[config.mk]
export PLATFORM = sky130hd
export DESIGN_NAME = uart_irq_vector_unit
export DESIGN_NICKNAME = d
export VERILOG_FILES = /design/src/rtl/uivu_pkg.sv /design/src/rtl/uivu_brk_detect.sv /design/src/rtl/uivu_flag_bank.sv /design/src/rtl/uivu_prio.sv /design/src/rtl/uart_irq_vector_unit.sv
export SDC_FILE = /design/constraint.sdc
export NUM_CORES = 1
export LEC_CHECK = 0
export CAP_MARGIN = 10
export CORE_UTILIZATION = 38
export CTS_CLUSTER_DIAMETER = 30
export CTS_CLUSTER_SIZE = 25
export DETAILED_ROUTE_END_ITERATION = 8
export GPL_TIMING_DRIVEN = 1
export HOLD_SLACK_MARGIN = 0.08
export PLACE_DENSITY = 0.89
export SLEW_MARGIN = 20
export SYNTH_ARGS = -nofsm -noshare
export SYNTH_HDL_FRONTEND = slang
export SYNTH_SLANG_ARGS = --single-unit
[constraint.sdc]
create_clock -name clk -period 1.8 [get_ports clk]
set_input_delay 0.18 -clock clk [delete_from_list [all_inputs] [get_ports clk]]
set_output_delay 0.18 -clock clk [all_outputs]
set_load 0.005 [all_outputs]
[src/rtl/uivu_pkg.sv]
package uivu_pkg;
  localparam int BIT_BRK = 0;
  localparam int BIT_TX  = 8;
  localparam int BIT_RX  = 9;

  typedef enum logic [1:0] {
    ADDR_FLAGS  = 2'd0,
    ADDR_ENABLE = 2'd1,
    ADDR_VECTOR = 2'd2
  } reg_addr_e;
endpackage

[src/rtl/uivu_brk_detect.sv]
module uivu_brk_detect #(
  parameter int BRK_BITS = 10
) (
  input  logic clk,
  input  logic rst_n,
  input  logic soft_rst_i,
  input  logic bit_tick_i,
  input  logic rx_i,
  input  logic frame_err_i,
  output logic brk_pulse_o
);
  localparam int CW = $clog2(BRK_BITS) + 1;
  localparam logic [CW-1:0] LAST = CW'(BRK_BITS - 1);

  logic          armed_q;
  logic [CW-1:0] cnt_q;
  logic          last_tick;

  assign last_tick   = armed_q && !rx_i && bit_tick_i && (cnt_q == LAST);
  assign brk_pulse_o = last_tick && !frame_err_i;

  always_ff @(posedge clk or negedge rst_n) begin
    if (!rst_n) begin
      armed_q <= 1'b0;
      cnt_q   <= '0;
    end else if (soft_rst_i) begin
      armed_q <= 1'b0;
      cnt_q   <= '0;
    end else if (frame_err_i) begin
      armed_q <= 1'b1;
      cnt_q   <= '0;
    end else if (armed_q) begin
      if (rx_i) begin
        armed_q <= 1'b0;
        cnt_q   <= '0;
      end else if (bit_tick_i) begin
        if (cnt_q == LAST) begin
          armed_q <= 1'b0;
          cnt_q   <= '0;
        end else begin
          cnt_q <= cnt_q + 1'b1;
        end
      end
    end
  end
endmodule

[src/rtl/uivu_flag_bank.sv]
module uivu_flag_bank #(
  parameter int NUM_FLAGS = 16
) (
  input  logic                 clk,
  input  logic                 rst_n,
  input  logic                 soft_rst_i,
  input  logic [NUM_FLAGS-1:0] set_i,
  input  logic [NUM_FLAGS-1:0] clr_i,
  output logic [NUM_FLAGS-1:0] flags_o
);
  always_ff @(posedge clk or negedge rst_n) begin
    if (!rst_n)          flags_o <= '0;
    else if (soft_rst_i) flags_o <= '0;
    else                 flags_o <= (flags_o & ~clr_i) | set_i;
  end
endmodule

[src/rtl/uivu_prio.sv]
module uivu_prio #(
  parameter int NUM_FLAGS = 16,
  parameter int VEC_W     = 5
) (
  input  logic [NUM_FLAGS-1:0] pend_i,
  output logic [VEC_W-1:0]     vector_o
);
  function automatic logic [VEC_W-1:0] lowest_offset(input logic [NUM_FLAGS-1:0] v);
    logic [VEC_W-1:0] off;
    off = '0;
    for (int i = NUM_FLAGS - 1; i >= 0; i--) begin
      if (v[i]) off = VEC_W'(i + 1);
    end
    return off;
  endfunction

  assign vector_o = lowest_offset(pend_i);
endmodule

[src/rtl/uart_irq_vector_unit.sv]
module uart_irq_vector_unit
  import uivu_pkg::*;
#(
  parameter int NUM_FLAGS = 16,
  parameter int VEC_W     = 5,
  parameter int DATA_W    = 32,
  parameter int BRK_BITS  = 10
) (
  input  logic                 clk,
  input  logic                 rst_n,
  input  logic                 soft_rst_i,
  input  logic                 bit_tick_i,
  input  logic                 rx_i,
  input  logic                 frame_err_i,
  input  logic [NUM_FLAGS-1:0] evt_i,
  input  logic                 rx_clr_i,
  input  logic                 tx_clr_i,
  input  logic                 reg_wr_i,
  input  logic                 reg_rd_i,
  input  logic [1:0]           reg_addr_i,
  input  logic [DATA_W-1:0]    wr_data_i,
  output logic [DATA_W-1:0]    rd_data_o,
  output logic [NUM_FLAGS-1:0] flags_o,
  output logic [VEC_W-1:0]     vector_o,
  output logic                 irq_o
);
  localparam logic [NUM_FLAGS-1:0] ONE     = NUM_FLAGS'(1);
  localparam logic [NUM_FLAGS-1:0] PROTECT = (ONE << BIT_RX) | (ONE << BIT_TX);
  localparam logic [NUM_FLAGS-1:0] BRK_M   = ONE << BIT_BRK;

  logic [NUM_FLAGS-1:0] en_q;
  logic [NUM_FLAGS-1:0] pend;
  logic [NUM_FLAGS-1:0] set_v, clr_v, vrd_clr, w1c_clr, dp_clr;
  logic                 brk_pulse;
  logic                 vec_rd;
  logic                 flag_wr;
  logic                 en_wr;

  assign vec_rd  = reg_rd_i && (reg_addr_i == ADDR_VECTOR);
  assign flag_wr = reg_wr_i && (reg_addr_i == ADDR_FLAGS);
  assign en_wr   = reg_wr_i && (reg_addr_i == ADDR_ENABLE);

  uivu_brk_detect #(.BRK_BITS(BRK_BITS)) u_brk (
    .clk(clk), .rst_n(rst_n), .soft_rst_i(soft_rst_i),
    .bit_tick_i(bit_tick_i), .rx_i(rx_i), .frame_err_i(frame_err_i),
    .brk_pulse_o(brk_pulse)
  );

  always_comb begin
    for (int i = 0; i < NUM_FLAGS; i++) begin
      vrd_clr[i] = vec_rd && (vector_o == VEC_W'(i + 1)) && !PROTECT[i];
    end
    dp_clr         = '0;
    dp_clr[BIT_RX] = rx_clr_i;
    dp_clr[BIT_TX] = tx_clr_i;
  end

  assign w1c_clr = flag_wr ? (wr_data_i[NUM_FLAGS-1:0] & ~PROTECT) : '0;
  assign clr_v   = vrd_clr | w1c_clr | dp_clr;
  assign set_v   = (evt_i & ~BRK_M) | (brk_pulse ? BRK_M : '0);

  uivu_flag_bank #(.NUM_FLAGS(NUM_FLAGS)) u_flags (
    .clk(clk), .rst_n(rst_n), .soft_rst_i(soft_rst_i),
    .set_i(set_v), .clr_i(clr_v), .flags_o(flags_o)
  );

  always_ff @(posedge clk or negedge rst_n) begin
    if (!rst_n)     en_q <= '0;
    else if (en_wr) en_q <= wr_data_i[NUM_FLAGS-1:0];
  end

  assign pend  = flags_o & en_q;
  assign irq_o = |pend;

  uivu_prio #(.NUM_FLAGS(NUM_FLAGS), .VEC_W(VEC_W)) u_prio (
    .pend_i(pend), .vector_o(vector_o)
  );

  always_comb begin
    unique case (reg_addr_i)
      ADDR_FLAGS:  rd_data_o = DATA_W'(flags_o);
      ADDR_ENABLE: rd_data_o = DATA_W'(en_q);
      ADDR_VECTOR: rd_data_o = DATA_W'(vector_o);
      default:     rd_data_o = '0;
    endcase
  end
endmodule

==> metrics.md, run 1 <==
| Metric | Value |
|---|---|
| Status | `finished with violations` |
| Failing checks | `negative setup slack` |
| Num CTS Buffers | `5` |
| WL met1 | `3.67 mm` |
| Final cell utilization of the core | `0.691` |
| R2R setup slack | `-320 ps` |
| Layout area overhead | `76.6%` |
| Placed cell count | `475` |
| Routed met3 length | `784 um` |
| Fin cells | `505` |
| DRC errors left | `0` |
| Via/cell ratio | `5.89` |
| WL final | `10.1 mm` |
| CP Capture Type | `primary output` |
| Pwr Density | `768 nW/um^2` |
| RSZ-0062 raised after global routing | `yes` |
| Initial antenna violation count | `0` |
| Top_reg_cell synth | `dfrtp_1` |
| IO Count | `114` |
| Std cell rows | `29` |
| Final TNS setup | `-5300 ps` |
| Antenna Nets Post-Route | `0` |
| First-pass GRT wire length | `13.2 mm` |
| Syn_area_per_cell | `9.18 um^2` |
| Worst EP arrival | `2010 ps` |
| Layout cells sized above 1 | `0.407` |
| Tmin final | `2190 ps` |
| Startpoint Class | `flop` |
| Post-synthesis sequential area ratio | `0.385` |
| Initial drt markers | `239` |
| DR top layer | `met4` |
| Hold WC Path Type | `in2async` |
| Fin area | `4360 um^2` |
| Final Max Tran Viols | `0` |
| Core ar. | `6310 um^2` |
| Worst Skew | `9.37 ps` |
| TritonCTS sink count | `38` |
| Crit-path max FO | `4` |
| Initial core utilization | `0.391` |
| Pre-Repair DR Iteration Count | `4` |
| CP Data Required Time | `1620 ps` |
| Post-synth EDFFs | `0` |
| Post-Syn Area | `2470 um^2` |
| Final setup vio count | `25` |
| Total power | `3.35 mW` |
| Launch point of the worst reg-to-reg path | `en_q[2]$_DFFE_PN0P_` |
| LEAKAGE | `1.97 nW` |
| CP startpoint | `en_q[4]$_DFFE_PN0P_` |
| Fin nets | `489` |
| Die width | `82.6 um` |
| Post-synthesis cell type count | `52` |
| RR Endpoint | `u_flags.flags_o[14]$_DFF_PN0_` |
| Synthesized instance count | `269` |
| Max Cap Viol | `0` |
| Vias in the first global route | `2806` |
| Asr flop ratio synth | `1.00` |
| Final worst-path cycle share | `1.22` |
| CTS tree | `done` |
| Post-DP Area | `3720 um^2` |
| Worst setup margin | `-395 ps` |
| Ant diodes | `0` |
| Warning count from the yosys run | `0` |
| Vias | `2975` |
| Clk pin slew, worst setup/hold paths | `80 ps` |
| Hold slack | `371 ps` |
| Peak VDD IR | `0.406 mV` |
| Filler cell count in the final layout | `408` |
| Tot GR Track Use | `0.260` |
| Final hold viol count | `0` |
| CP Class | `reg2out` |
| Largest net degree at the start of global routing | `39` |
| Metal2 WL | `5.24 mm` |
| Routability Congestion | `1.00` |
| Fmax | `456 MHz` |
| Clk Latency, worst-skew pair | `300 ps` |
| CTS root buffer | `clkbuf_8` |
| CTS H-tree lvls | `2` |
| Max clock buf depth | `2` |
| Dpl ws | `-383 ps` |
| WL/cell | `20.0 um` |
| DIE AREA | `6830 um^2` |
| PortBufs | `80` |
| FF-to-FF path depth | `8` |
| Total congestion overflow | `0` |
| Seq cells post-synth | `38` |
| Dpl hpwl | `6.06 mm` |
| Die H | `82.6 um` |
## layer usage
layer,up-vias,global-route usage
li1,1258,-
met1,1454,0.285
met2,207,0.463
met3,56,0.0593
met4,0,0.141
met5,-,0
## where the power goes
| group | internal [mW] | total [mW] | switching [mW] |
|---|---|---|---|
| registers | 0.949 | 1.06 | 0.110 |
| logic | 0.903 | 1.66 | 0.760 |
| clock network | 0.309 | 0.628 | 0.319 |
| total | 2.16 | 3.35 | 1.19 |
## state kept, by name, indices dropped and copies added, names as in the netlist
| name | cells |
|---|---|
| en_q | 16 |
| u_flags.flags_o | 16 |
| u_brk.cnt_q | 5 |
| u_brk.armed_q | 1 |
## cell usage in the layout (no fill, tap or decap), types with 5 or more instances in the layout
cell type,netlist,routed
nand2_1,32,30
a21oi_1,16,12
buf_2,5,6
dfrtp_1,38,34
buf_4,16,57
mux2_2,16,16
inv_1,10,8
a22oi_2,0,8
conb_1,1,16
nor2_4,0,5
o21ai_2,1,5
buf_6,0,21
clkbuf_8,0,6
mux2i_1,15,14
clkdlybuf4s50_1,0,63
nor2_1,28,24
## Yosys cell counts (2+ instances only)
cell type,n,area share
and2_1,2,0.0051
xor2_1,3,0.011
dfrtp_1,38,0.39
a211oi_1,4,0.012
nor4_1,2,0.0051
o22ai_1,5,0.013
nor3b_1,3,0.0091
nor3_1,2,0.0041
buf_2,5,0.010
nand2_1,32,0.049
a22o_1,3,0.011
nand4_1,4,0.010
inv_1,10,0.015
a22oi_1,9,0.027
nand3b_1,4,0.012
nand3_2,3,0.012
clkbuf_1,2,0.0030
a21oi_1,16,0.032
o21ai_0,6,0.012
nor2b_1,4,0.010
a31oi_1,2,0.0051
o211ai_1,2,0.0061
nand3_1,2,0.0041
mux2i_1,15,0.061
ha_1,2,0.010
a211oi_2,2,0.010
nand2b_1,4,0.010
nor2_1,28,0.043
o311ai_1,2,0.0071
buf_4,16,0.049
mux2_2,16,0.073
## logic make-up (layout without fill, tap and decap cells)
family                   count (synthesis)  in the layout  share of synthesized area
AO/OA/AOI/OAI                           64             64                      0.190
XOR/XNOR                                 3              3                     0.0106
adder cells (fa/ha/maj)                  2              2                     0.0101
buffers and inverters                   35            179                     0.0800
flip-flops                              38             38                      0.385
multiplexers                            31             31                      0.134
other                                    1             16                    0.00152
AND/OR/NAND/NOR                         95             95                      0.188
## repair_timing
item,4_1_cts,5_1_grt
hold buffers,1,0
gates resized for setup,81,58
endpoints found under the setup margin,33,36
pin swaps,25,20
endpoints found under the hold margin,38,0
buffers inserted,15,9
cloned,0,0
## cell type report
class | count | area, um^2 | area share
multi-input combinational | 211 | 1680 | 0.384
clock inverter | 1 | 5.00 | 0.00115
clock buffer | 7 | 86.3 | 0.0198
inverter | 11 | 46.3 | 0.0106
timing repair buffer | 160 | 1500 | 0.343
tap | 77 | 96.3 | 0.0221
sequential | 38 | 956 | 0.219
## worst max-delay path: stages, from the launching register on
cell       delay, ps
dfrtp_2          430
buf_6            130
buf_6            110
a22oi_2          310
o2111ai_4        200
nand3_2          140
buf_6            120
buf_6            100
nand2_4           50
buf_6            120
## how the worst max path moves through the flow
| stage | endpoint | slack, ps | depth (start not counted) |
|---|---|---|---|
| 2_1_floorplan | u_flags.flags_o[14]$_DFF_PN0_ | 90 | 5 |
| 3_3_place_gp | rd_data_o[4] | -270 | 7 |
| 3_5_place_dp | rd_data_o[4] | -380 | 7 |
| 4_1_cts | rd_data_o[4] | -320 | 8 |
| 5_1_grt | rd_data_o[0] | -460 | 8 |
| 6_report | vector_o[0] | -390 | 9 |
No activity file was read; power rests on OpenSTA's default activity.
==> inputs of run 2 (changes only) <==
- CAP_MARGIN: 10 -> unset
==> results of run 2 <==
Same layout as run 1: the final DEF is identical, and so are final timing and power.
==> inputs of run 3 (changes only) <==
- PLACE_DENSITY: 0.89 -> 0.88
- SYNTH_HIERARCHICAL: unset -> 1
==> metrics.md, run 3 <==
| Metric | Value |
|---|---|
| Layout cells sized above 1 | `0.394` |
| Crit-path slowest cell | `a2111oi_4` |
| Synth top cells by count | `dfrtp_1 (38), nand2_1 (24), inv_1 (23)` |
| Filler cell count in the final layout | `427` |
| Final TNS setup | `-13050 ps` |
| TritonCTS sink count | `38` |
| Post-DP Area | `3940 um^2` |
| IO Count | `114` |
| Final Max Tran Viols | `0` |
| RSZ-0062 raised after global routing | `yes` |
| Vias | `3008` |
| Largest regs | `en_q (16), u_flags/flags_o (16), u_brk/cnt_q (5)` |
| Crit-path max FO | `4` |
| Std cell rows | `29` |
| Multi-input gate area | `1740 um^2` |
| Clk Latency, worst-skew pair | `300 ps` |
| Most frequent cells in the layout | `buf_4 (69), clkdlybuf4s50_1 (63), dfrtp_1 (38), nand2_1 (22), inv_1 (22)` |
| Die H | `84.5 um` |
| Initial antenna violation count | `0` |
| Initial drt markers | `252` |
| Worst EP arrival | `2650 ps` |
| LEAKAGE | `2.10 nW` |
| Max Cap Viol | `0` |
| Final hold viol count | `0` |
| Total power | `3.27 mW` |
| Final worst-path cycle share | `1.37` |
| Layout area overhead | `74.3%` |
| Fin area | `4510 um^2` |
| Asr flop ratio synth | `1.00` |
| Dpl ws | `-458 ps` |
| FF-to-FF path depth | `11` |
| Warning count from the yosys run | `6` |
| Worst Skew | `5.75 ps` |
| Ant diodes | `0` |
| Seq cells post-synth | `38` |
| Routed met3 length | `756 um` |
| Via/cell ratio | `5.63` |
| DIE AREA | `7140 um^2` |
| Register area | `951 um^2` |
| Post-Syn Area | `2590 um^2` |
| Fin nets | `518` |
| CTS tree | `done` |
| Metal2 WL | `5.35 mm` |
| First-pass GRT wire length | `15.0 mm` |
| Largest net degree at the start of global routing | `39` |
| Die width | `84.5 um` |
| Synth area leaders | `dfrtp_1 (37%), mux2i_1 (6.2%), buf_4 (4.6%), nand2b_1 (4.6%), mux2_1 (4.4%)` |
| Antenna Nets Post-Route | `0` |
| Post-synthesis cell type count | `46` |
| WL final | `10.6 mm` |
| PortBufs | `80` |
| Vias in the first global route | `3018` |
| Share of the synthesized area in the top cell type | `0.368` |
| Total congestion overflow | `0` |
| CP Data Required Time | `1980 ps` |
| RR Endpoint | `u_flags/flags_o[13]$_DFF_PN0_` |
| Peak VDD IR | `0.381 mV` |
| Most common cell in the netlist | `dfrtp_1` |
| Tot GR Track Use | `0.275` |
| WL met1 | `4.03 mm` |
| Hold WC Path Type | `in2async` |
| Routability Congestion | `0.950` |
| Syn_area_per_cell | `8.92 um^2` |
| Dpl hpwl | `6.39 mm` |
| DR top layer | `met4` |
| Core ar. | `6460 um^2` |
| R2R setup slack | `-670 ps` |
| WL/cell | `19.9 um` |
| Worst setup margin | `-671 ps` |
| Commonest non-fill, non-tap cell in the layout | `buf_4` |
| CP Class | `reg2reg` |
| Pre-Repair DR Iteration Count | `7` |
| Number of hold buffers added after cts | `0` |
| CTS H-tree lvls | `2` |
| Tmin final | `2470 ps` |
| DRC errors left | `4` |
| Startpoint Class | `flop` |
| Fmax | `405 MHz` |
| Launch point of the worst reg-to-reg path | `en_q[11]$_DFFE_PN0P_` |
| Most used cell, CP | `buf_6` |
| Top_reg_cell synth | `dfrtp_1` |
| Critical Path Max Stage Delay | `460 ps` |
| Synthesized instance count | `290` |
| Status | `finished with violations` |
| Final setup vio count | `25` |
| Max clock buf depth | `2` |
| Post-synth EDFFs | `0` |
| Num CTS Buffers | `5` |
| Initial core utilization | `0.401` |
| Pwr Density | `726 nW/um^2` |
| Post-synthesis sequential area ratio | `0.368` |
| CTS root buffer | `clkbuf_8` |
| CP Capture Type | `flop` |
| CP Cell Sequence | `and2_4 > buf_6 > a21oi_4 > a2111oi_4 > o41ai_4 > buf_4 > buf_6 > nand3b_1 > o21ai_1 > nand2b_4 > a21oi_2` |
| Clk pin slew, worst setup/hold paths | `80 ps` |
| Failing checks | `design-rule violations, negative setup slack` |
| Synth area leader | `dfrtp_1` |
-- run 3: cell types whose count changed after synthesis, sizes merged, moves of 4 or more --
cell	previous run	this run
nand2b	4	19
o21ai	8	23
and2	3	17
inv	11	24
a22oi	9	0
nand2	33	24
nor2	29	22
a211oi	6	1
a21oi	16	21
or4	0	5
nand4	4	0
nor4	2	6
o22ai	5	1
-- run 3: how the worst max path moves through the flow --
stage / startpoint / to / slack [ps] / cells past startpoint
2_1_floorplan: u_flags/flags_o[12]$_DFF_PN0_ / u_flags/flags_o[15]$_DFF_PN0_ / -130 / 8
3_3_place_gp: u_flags/flags_o[5]$_DFF_PN0_ / irq_o / -450 / 4
3_5_place_dp: u_flags/flags_o[1]$_DFF_PN0_ / rd_data_o[4] / -460 / 7
4_1_cts: u_flags/flags_o[10]$_DFF_PN0_ / u_flags/flags_o[13]$_DFF_PN0_ / -470 / 11
5_1_grt: en_q[11]$_DFFE_PN0P_ / u_flags/flags_o[13]$_DFF_PN0_ / -710 / 11
6_report: en_q[11]$_DFFE_PN0P_ / u_flags/flags_o[13]$_DFF_PN0_ / -670 / 11
-- run 3: logic make-up after synthesis --
kind of cell	after synthesis	share of synthesized area
buf+inv	48	0.103
fa+ha+maj	2	0.00967
compound gates	55	0.136
flops	38	0.368
mux	32	0.132
other cells	1	0.00145
simple gates	114	0.250
-- run 3: power breakdown --
part	internal [mW]	switching [mW]	total (mW)
Combinational	0.902	0.744	1.65
Sequential	0.947	0.0612	1.01
Clock	0.309	0.309	0.619
-- run 3: metal layers --
layer | GRT usage | vias to the layer above
met1 | 0.304 | 1471
li1 | - | 1298
met5 | 0 | -
met3 | 0.0521 | 37
met2 | 0.479 | 202
met4 | 0.186 | 0
-- run 3: worst max-delay path: cells and delay by family, from the launching register on --
kind / cells / cell delay [ps]
AO/OA/AOI/OAI: 5 / 940
buffers and inverters: 3 / 400
flip-flops: 1 / 380
AND/OR/NAND/NOR: 3 / 650
-- run 3: what timing repair did --
action	4_1_cts	5_1_grt
pin swaps	21	15
gates resized for setup	89	34
buffers inserted	21	10
endpoints found under the setup margin	35	25
-- run 3: layout make-up --
cell class,instances,area share
multi-input combinational,219,0.385
timing repair buffer,168,0.342
sequential,38,0.211
tap,77,0.0214
inverter,24,0.0200
clock buffer,7,0.0191
clock inverter,1,0.00111
-- run 3: through the flow --
stage	cells	hold slack, ps	utilization
2_1_floorplan	305	-116	-
3_5_place_dp	497	505	0.610
6_report	534	255	0.698
3_3_place_gp	497	491	0.610
5_1_grt	534	285	0.698
4_1_cts	525	269	0.668
